===== src/rtl/owner_lock_pkg.sv =====
package owner_lock_pkg;
    localparam int WORD_W = 32;
    localparam int ID_W   = 16;
    localparam int ID_LSB = WORD_W - ID_W;

    typedef logic [ID_W-1:0] owner_id_t;

    typedef enum logic {
        LK_FREE = 1'b0,
        LK_HELD = 1'b1
    } lock_state_e;

    // Lock word as software sees it: owner in the top half, held flag in bit 0.
    function automatic logic [WORD_W-1:0] pack_word(input logic held, input owner_id_t owner);
        logic [WORD_W-1:0] w;
        w = '0;
        w[WORD_W-1:ID_LSB] = owner;
        w[0] = held;
        return w;
    endfunction
endpackage


===== src/rtl/owner_lock_port_dec.sv =====
module owner_lock_port_dec
    import owner_lock_pkg::*;
#(
    parameter int ADDR_W = 4,
    parameter logic [ADDR_W-1:0] LOCK_OFS = '0,
    parameter logic [ADDR_W-1:0] CLR_OFS  = '0
) (
    input  logic              en,
    input  logic [ADDR_W-1:0] addr,
    input  logic [WORD_W-1:0] data,
    output logic              acq,
    output logic              rel,
    output logic              clr,
    output owner_id_t         id
);
    logic hit_lock;
    logic unused_low_bits;

    assign hit_lock = en && (addr == LOCK_OFS);
    assign acq      = hit_lock && data[0];
    assign rel      = hit_lock && !data[0];
    assign clr      = en && (addr == CLR_OFS);
    assign id       = data[WORD_W-1:ID_LSB];

    // Bits between the request flag and the identifier carry no meaning.
    assign unused_low_bits = ^data[ID_LSB-1:1];
endmodule


===== src/rtl/owner_lock_arb.sv =====
module owner_lock_arb
    import owner_lock_pkg::*;
#(
    parameter int NPORT = 4
) (
    input  logic [NPORT-1:0]      acq,
    input  logic [NPORT-1:0]      rel,
    input  logic [NPORT-1:0]      clr,
    input  logic [NPORT*ID_W-1:0] ids,
    input  logic                  held,
    input  owner_id_t             owner,
    output logic                  clr_any,
    output logic                  acq_any,
    output owner_id_t             acq_id,
    output logic                  rel_hit
);
    assign clr_any = |clr;
    assign acq_any = |acq;

    // Lowest channel index wins: scan from the top so lower indices overwrite.
    always_comb begin
        acq_id = '0;
        for (int i = NPORT - 1; i >= 0; i--) begin
            if (acq[i]) begin
                acq_id = ids[i*ID_W +: ID_W];
            end
        end
    end

    always_comb begin
        rel_hit = 1'b0;
        for (int i = 0; i < NPORT; i++) begin
            if (rel[i] && held && (ids[i*ID_W +: ID_W] == owner)) begin
                rel_hit = 1'b1;
            end
        end
    end
endmodule


===== src/rtl/owner_lock_fsm.sv =====
module owner_lock_fsm
    import owner_lock_pkg::*;
(
    input  logic      clk,
    input  logic      rst_n,
    input  logic      clr_any,
    input  logic      acq_any,
    input  owner_id_t acq_id,
    input  logic      rel_hit,
    output logic      held,
    output owner_id_t owner
);
    lock_state_e state_q, state_d;
    owner_id_t   owner_q, owner_d;

    // State register
    always_ff @(posedge clk or negedge rst_n) begin
        if (!rst_n) begin
            state_q <= LK_FREE;
            owner_q <= '0;
        end else begin
            state_q <= state_d;
            owner_q <= owner_d;
        end
    end

    // Transitions: FORCE_CLEAR dominates; then GRANT, RELEASE or HANDOFF.
    always_comb begin
        state_d = state_q;
        owner_d = owner_q;
        if (clr_any) begin
            state_d = LK_FREE;              // FORCE_CLEAR
            owner_d = '0;
        end else begin
            unique case (state_q)
                LK_FREE: begin
                    if (acq_any) begin
                        state_d = LK_HELD;  // GRANT
                        owner_d = acq_id;
                    end
                end
                LK_HELD: begin
                    if (rel_hit) begin
                        if (acq_any) begin
                            state_d = LK_HELD;  // HANDOFF
                            owner_d = acq_id;
                        end else begin
                            state_d = LK_FREE;  // RELEASE
                            owner_d = '0;
                        end
                    end
                end
                default: begin
                    state_d = LK_FREE;
                    owner_d = '0;
                end
            endcase
        end
    end

    // Outputs
    always_comb begin
        held  = (state_q == LK_HELD);
        owner = owner_q;
    end
endmodule


===== src/rtl/owner_lock_rd.sv =====
module owner_lock_rd
    import owner_lock_pkg::*;
#(
    parameter int ADDR_W = 4,
    parameter logic [ADDR_W-1:0] LOCK_OFS = '0
) (
    input  logic              clk,
    input  logic              rst_n,
    input  logic              rd_en,
    input  logic [ADDR_W-1:0] rd_addr,
    input  logic              held,
    input  owner_id_t         owner,
    output logic              rd_valid,
    output logic [WORD_W-1:0] rd_data
);
    always_ff @(posedge clk or negedge rst_n) begin
        if (!rst_n) begin
            rd_valid <= 1'b0;
            rd_data  <= '0;
        end else begin
            rd_valid <= rd_en;
            if (rd_en) begin
                rd_data <= (rd_addr == LOCK_OFS) ? pack_word(held, owner) : '0;
            end
        end
    end
endmodule


===== src/rtl/owner_lock.sv =====
module owner_lock
    import owner_lock_pkg::*;
#(
    parameter int NPORT  = 4,
    parameter int ADDR_W = 4,
    parameter logic [ADDR_W-1:0] LOCK_OFS = 'h0,
    parameter logic [ADDR_W-1:0] CLR_OFS  = 'h8
) (
    input  logic                    clk,
    input  logic                    rst_n,
    input  logic [NPORT-1:0]        wr_en,
    input  logic [NPORT*ADDR_W-1:0] wr_addr,
    input  logic [NPORT*WORD_W-1:0] wr_data,
    input  logic                    rd_en,
    input  logic [ADDR_W-1:0]       rd_addr,
    output logic                    rd_valid,
    output logic [WORD_W-1:0]       rd_data
);
    logic [NPORT-1:0]      p_acq, p_rel, p_clr;
    logic [NPORT*ID_W-1:0] p_ids;
    logic                  clr_any, acq_any, rel_hit;
    owner_id_t             acq_id;
    logic                  lock_held;
    owner_id_t             lock_owner;

    for (genvar g = 0; g < NPORT; g++) begin : g_port
        owner_lock_port_dec #(
            .ADDR_W  (ADDR_W),
            .LOCK_OFS(LOCK_OFS),
            .CLR_OFS (CLR_OFS)
        ) u_dec (
            .en  (wr_en[g]),
            .addr(wr_addr[g*ADDR_W +: ADDR_W]),
            .data(wr_data[g*WORD_W +: WORD_W]),
            .acq (p_acq[g]),
            .rel (p_rel[g]),
            .clr (p_clr[g]),
            .id  (p_ids[g*ID_W +: ID_W])
        );
    end

    owner_lock_arb #(.NPORT(NPORT)) u_arb (
        .acq    (p_acq),
        .rel    (p_rel),
        .clr    (p_clr),
        .ids    (p_ids),
        .held   (lock_held),
        .owner  (lock_owner),
        .clr_any(clr_any),
        .acq_any(acq_any),
        .acq_id (acq_id),
        .rel_hit(rel_hit)
    );

    owner_lock_fsm u_fsm (
        .clk    (clk),
        .rst_n  (rst_n),
        .clr_any(clr_any),
        .acq_any(acq_any),
        .acq_id (acq_id),
        .rel_hit(rel_hit),
        .held   (lock_held),
        .owner  (lock_owner)
    );

    owner_lock_rd #(
        .ADDR_W  (ADDR_W),
        .LOCK_OFS(LOCK_OFS)
    ) u_rd (
        .clk     (clk),
        .rst_n   (rst_n),
        .rd_en   (rd_en),
        .rd_addr (rd_addr),
        .held    (lock_held),
        .owner   (lock_owner),
        .rd_valid(rd_valid),
        .rd_data (rd_data)
    );
endmodule


===== config.mk =====
export PLATFORM = sky130hd
export DESIGN_NAME = owner_lock
export DESIGN_NICKNAME = d
export VERILOG_FILES = /design/src/rtl/owner_lock_pkg.sv /design/src/rtl/owner_lock_port_dec.sv /design/src/rtl/owner_lock_arb.sv /design/src/rtl/owner_lock_fsm.sv /design/src/rtl/owner_lock_rd.sv /design/src/rtl/owner_lock.sv
export SDC_FILE = /design/constraint.sdc
export NUM_CORES = 1
export LEC_CHECK = 0
export ABC_CLOCK_PERIOD_IN_PS = 2530
export BUFFER_PORTS_ARGS = -buffer_cell sky130_fd_sc_hd__buf_4
export CAP_MARGIN = 0
export CORE_MARGIN = 10
export CORE_UTILIZATION = 44
export CTS_BUF_LIST = sky130_fd_sc_hd__clkbuf_8
export DETAILED_ROUTE_END_ITERATION = 7
export PLACE_DENSITY = 0.84
export RECOVER_POWER = 100
export SLEW_MARGIN = 40
export SYNTH_ARGS = -nofsm -noshare
export SYNTH_HDL_FRONTEND = slang
export SYNTH_SLANG_ARGS = --single-unit

===== constraint.sdc =====
create_clock -name clk -period 2.53 [get_ports clk]
set_input_delay 0.1265 -clock clk [delete_from_list [all_inputs] [get_ports clk]]
set_output_delay 0.1265 -clock clk [all_outputs]
set_load 0.005 [all_outputs]

==> key figures <==
Setup path
  – Critical R2R Launch: u_fsm.owner[14]$_DFFE_PN0P_
  – Crit Path Class: register to register
  – CP arrival: between 2 and 2.5 ns
  – R2R depth: 7
  – Crit. End Element: register
  – Worst R2R Setup Slack: about 0.20 ns
  – CP Max Fanout: 16
  – Startpoint types: register
  – R2r endpoint: u_fsm.owner[0]$_DFFE_PN0P_
  – Worst Path Required: 2.69 ns

Placement
  – Detailed placement HPWL: ~7600 µm
  – GP Congestion: 0.9187
  – Placed cell areas: approximately 3600 µm²
  – PortBufs: 112
  – Setup slack at placement: between 0.1 and 0.15 ns
  – Cell count after placement: 492

GRT
  – Largest net degree at the start of global routing: 36
  – All-layer global routing usage: 0.1763
  – Number of global-route vias before repair: 2906
  – Global route overflow: 0
  – Initial antenna violation count: 0
  – First-pass GRT wire length: 14490 µm

Clock network
  – Root buffer cell: clkbuf_8
  – CTS Buf Count: 5
  – CTS Buffer Depth: 2
  – Clock latency on the worst-skew pair: approximately 0.28 ns
  – CTS Sinks: 35
  – CTS tree: yes
  – Setup Buffers After CTS: 0
  – Clock-pin slew on the worst setup and hold paths: about 0.07 ns
  – H-Tree Level Count: 2

Cells and area
  – Syn-to-layout area delta: 29.40%
  – Fin cells: 500
  – # diodes: 0
  – Design area: ~3600 µm²
  – Final-layout fill cell count: about 590
  – Layout cells sized above 1: 0.2931
  – Final-stage net count: a little under 600

Die
  – Core Rows: 29
  – DIE HEIGHT: roughly 100 µm
  – Core area: approximately 6300 µm²
  – Starting density of the core: 0.4475
  – Num ports: approximately 190
  – Die width: between 90 and 100 µm
  – Die Area: between 9000 and 10000 µm²

STA
  – Tmin final: 2.326 ns
  – Final Hold Fails: 0
  – Tcrit/Tclk final: 0.9194
  – RSZ-0062 raised after global routing: false
  – Worst-margin pin slew: 1.934 ns
  – Max-slew headroom: -0.2896
  – Setup-failing EPs final: 0
  – Worst Skew: 0.005786 ns
  – Setup ws final: a little over 0.2 ns
  – Max Fclk: about 430 MHz
  – Pins over their slew limit: 36
  – Setup TNS: 0 ns

Logic synthesis
  – #FFs+latches synth: 35
  – Avg Inst Size Synth: around 8.5 µm²
  – Synth Cell Area: 2809 µm²
  – Count of cell types in the netlist: 32
  – Ys Warns: 0
  – Post-Synthesis Cells: approximately 330
  – Post-synthesis sequential area ratio: 0.3118

Status
  – Status: finished, violations left
  – Failing checks: capacitance limit, slew limit

Power
  – Peak supply drop: 0.3155 mV
  – Design Power: 0.001300 W
  – Reg power frac: 0.448
  – Pint: between 0.0009 and 0.001 W
  – Switching power: ~0.00036 W
  – Clock share of power: 0.310
  – Leakage power: 1.530 nW
  – Combinational power share: 0.242
  – Cell area power density: roughly 360 nW/µm²
  – Sw Ratio: 0.2747

Run
  – MaxCap Viol Count: 1

Routing
  – Drt first pass iters: 4
  – Initial DRC Count: approximately 200
  – WL final: 9136 µm
  – DRT antenna net count: 0
  – Via/cell ratio: 5.390
  – Wirelength per Cell: 18.27 µm
  – Via count: about 2700
  – DRC errors left: 0

Hold path
  – Hold EP: u_fsm.owner[11]$_DFFE_PN0P_
  – Hold Path Class: input port to register
  – Min-Delay Path Depth: 3
  – Hold Crit Start: wr_data[27]
-- power groups by stage --
stage | Combinational [W] | Sequential (W) | Clock, W
global route | 0.000344 | 0.000584 | 0.000440
global placement | 0.000304 | 0.000592 | 0
floorplan | 0.000151 | 0.000582 | 0
finish | 0.000314 | 0.000583 | 0.000402
CTS | 0.000315 | 0.000582 | 0.000415
detailed placement | 0.000313 | 0.000593 | 0
-- flip-flops by register name, indices dropped and copies added, names as in the netlist --
register       flops
u_rd.rd_data      17
u_fsm.owner       16
u_fsm.held         1
u_rd.rd_valid      1
-- what timing repair did --
item                                    4_1_cts  5_1_grt
endpoints found under the setup margin        0       16
endpoints found under the hold margin        35        0
hold buffers                                  1        0
resized for setup                             0        1
-- Yosys cell counts --
master	instances	area share
inv_1	18	0.024
buf_2	10	0.018
buf_4	15	0.040
o21ai_1	1	0.0018
and3b_1	1	0.0031
and2_1	3	0.0067
nand4_1	9	0.020
nor4_1	8	0.018
nor2b_1	3	0.0067
buf_6	1	0.0040
buf_1	1	0.0013
or4b_4	1	0.0049
o211ai_1	2	0.0053
dfrtp_1	35	0.31
nor3b_4	1	0.0067
conb_1	1	0.0013
nand2b_1	1	0.0022
xnor2_1	39	0.12
nor2_1	19	0.025
nor3_1	20	0.036
xor2_1	25	0.078
a22oi_1	2	0.0053
a221oi_2	10	0.053
nand2_1	21	0.028
a21oi_1	17	0.030
clkbuf_1	19	0.025
o2bb2ai_1	16	0.050
a221oi_1	6	0.019
nand3_1	4	0.0071
o21a_1	1	0.0027
nor4b_1	4	0.012
o21ai_0	17	0.030
-- cell families after synthesis --
logic type                synth area share
and+or+nand+nor                     0.1768
AOI/OAI and AO/OA                   0.1978
xor gates and xnor gates            0.1996
DFF                                 0.3118
other                             0.001335
buffers and inverters               0.1127
-- routing by layer --
metal,part of all wire,global-route usage,vias to the layer above
li1,-,-,1298
met1,0.42,0.2127,1263
met2,0.46,0.2872,117
met3,0.085,0.05495,17
met4,0.026,0.06505,0
met5,0,0,-
-- critical path, stage by stage, from the launching register on --
cell,delay (ns)
dfrtp_1,0.49
xor2_1,0.23
nor4_1,0.40
nand3_1,0.15
o21a_1,0.22
o211ai_1,0.21
o21ai_2,0.29
o2bb2ai_1,0.21
-- worst max path at each step --
stage                                start                    endpoint  cells after the start
6_report       u_fsm.owner[14]$_DFFE_PN0P_  u_fsm.owner[0]$_DFFE_PN0P_                      7
5_1_grt        u_fsm.owner[14]$_DFFE_PN0P_  u_fsm.owner[0]$_DFFE_PN0P_                      7
4_1_cts        u_fsm.owner[14]$_DFFE_PN0P_  u_fsm.owner[0]$_DFFE_PN0P_                      7
3_5_place_dp   u_fsm.owner[14]$_DFFE_PN0P_  u_fsm.owner[0]$_DFFE_PN0P_                      7
3_3_place_gp   u_fsm.owner[10]$_DFFE_PN0P_  u_fsm.owner[3]$_DFFE_PN0P_                      7
2_1_floorplan                  wr_addr[10]  u_fsm.owner[0]$_DFFE_PN0P_                      9
-- final cells by class --
cell class	count	area, µm²	share of cell area
multi-input combinational	246	1675	0.4609
clock inverter	1	5.005	0.001377
sequential	35	875.8	0.2410
timing repair buffer	117	832.0	0.2289
clock buffer	6	82.58	0.02272
tap	77	96.34	0.02651
inverter	18	67.56	0.01859
-- per-stage QoR --
stage / utilization / hold WS, ns
2_1_floorplan: - / -0.1691
3_3_place_gp: 0.5703 / 0.1071
3_5_place_dp: 0.5709 / 0.1111
4_1_cts: 0.5864 / 0.07130
5_1_grt: 0.5790 / 0.1462
6_report: 0.5790 / 0.1463
-- cell usage in the layout (no fill, tap or decap), types with 15 or more instances in the layout --
master / instances
buf_4: 96
xnor2_1: 39
dfrtp_1: 35
xor2_1: 25
nor3_1: 20
nand2_1: 20
nor2_1: 19
inv_1: 18
a21oi_1: 17
o21ai_0: 17
o2bb2ai_1: 16
conb_1: 15
Power figures use the tool's default switching activity.
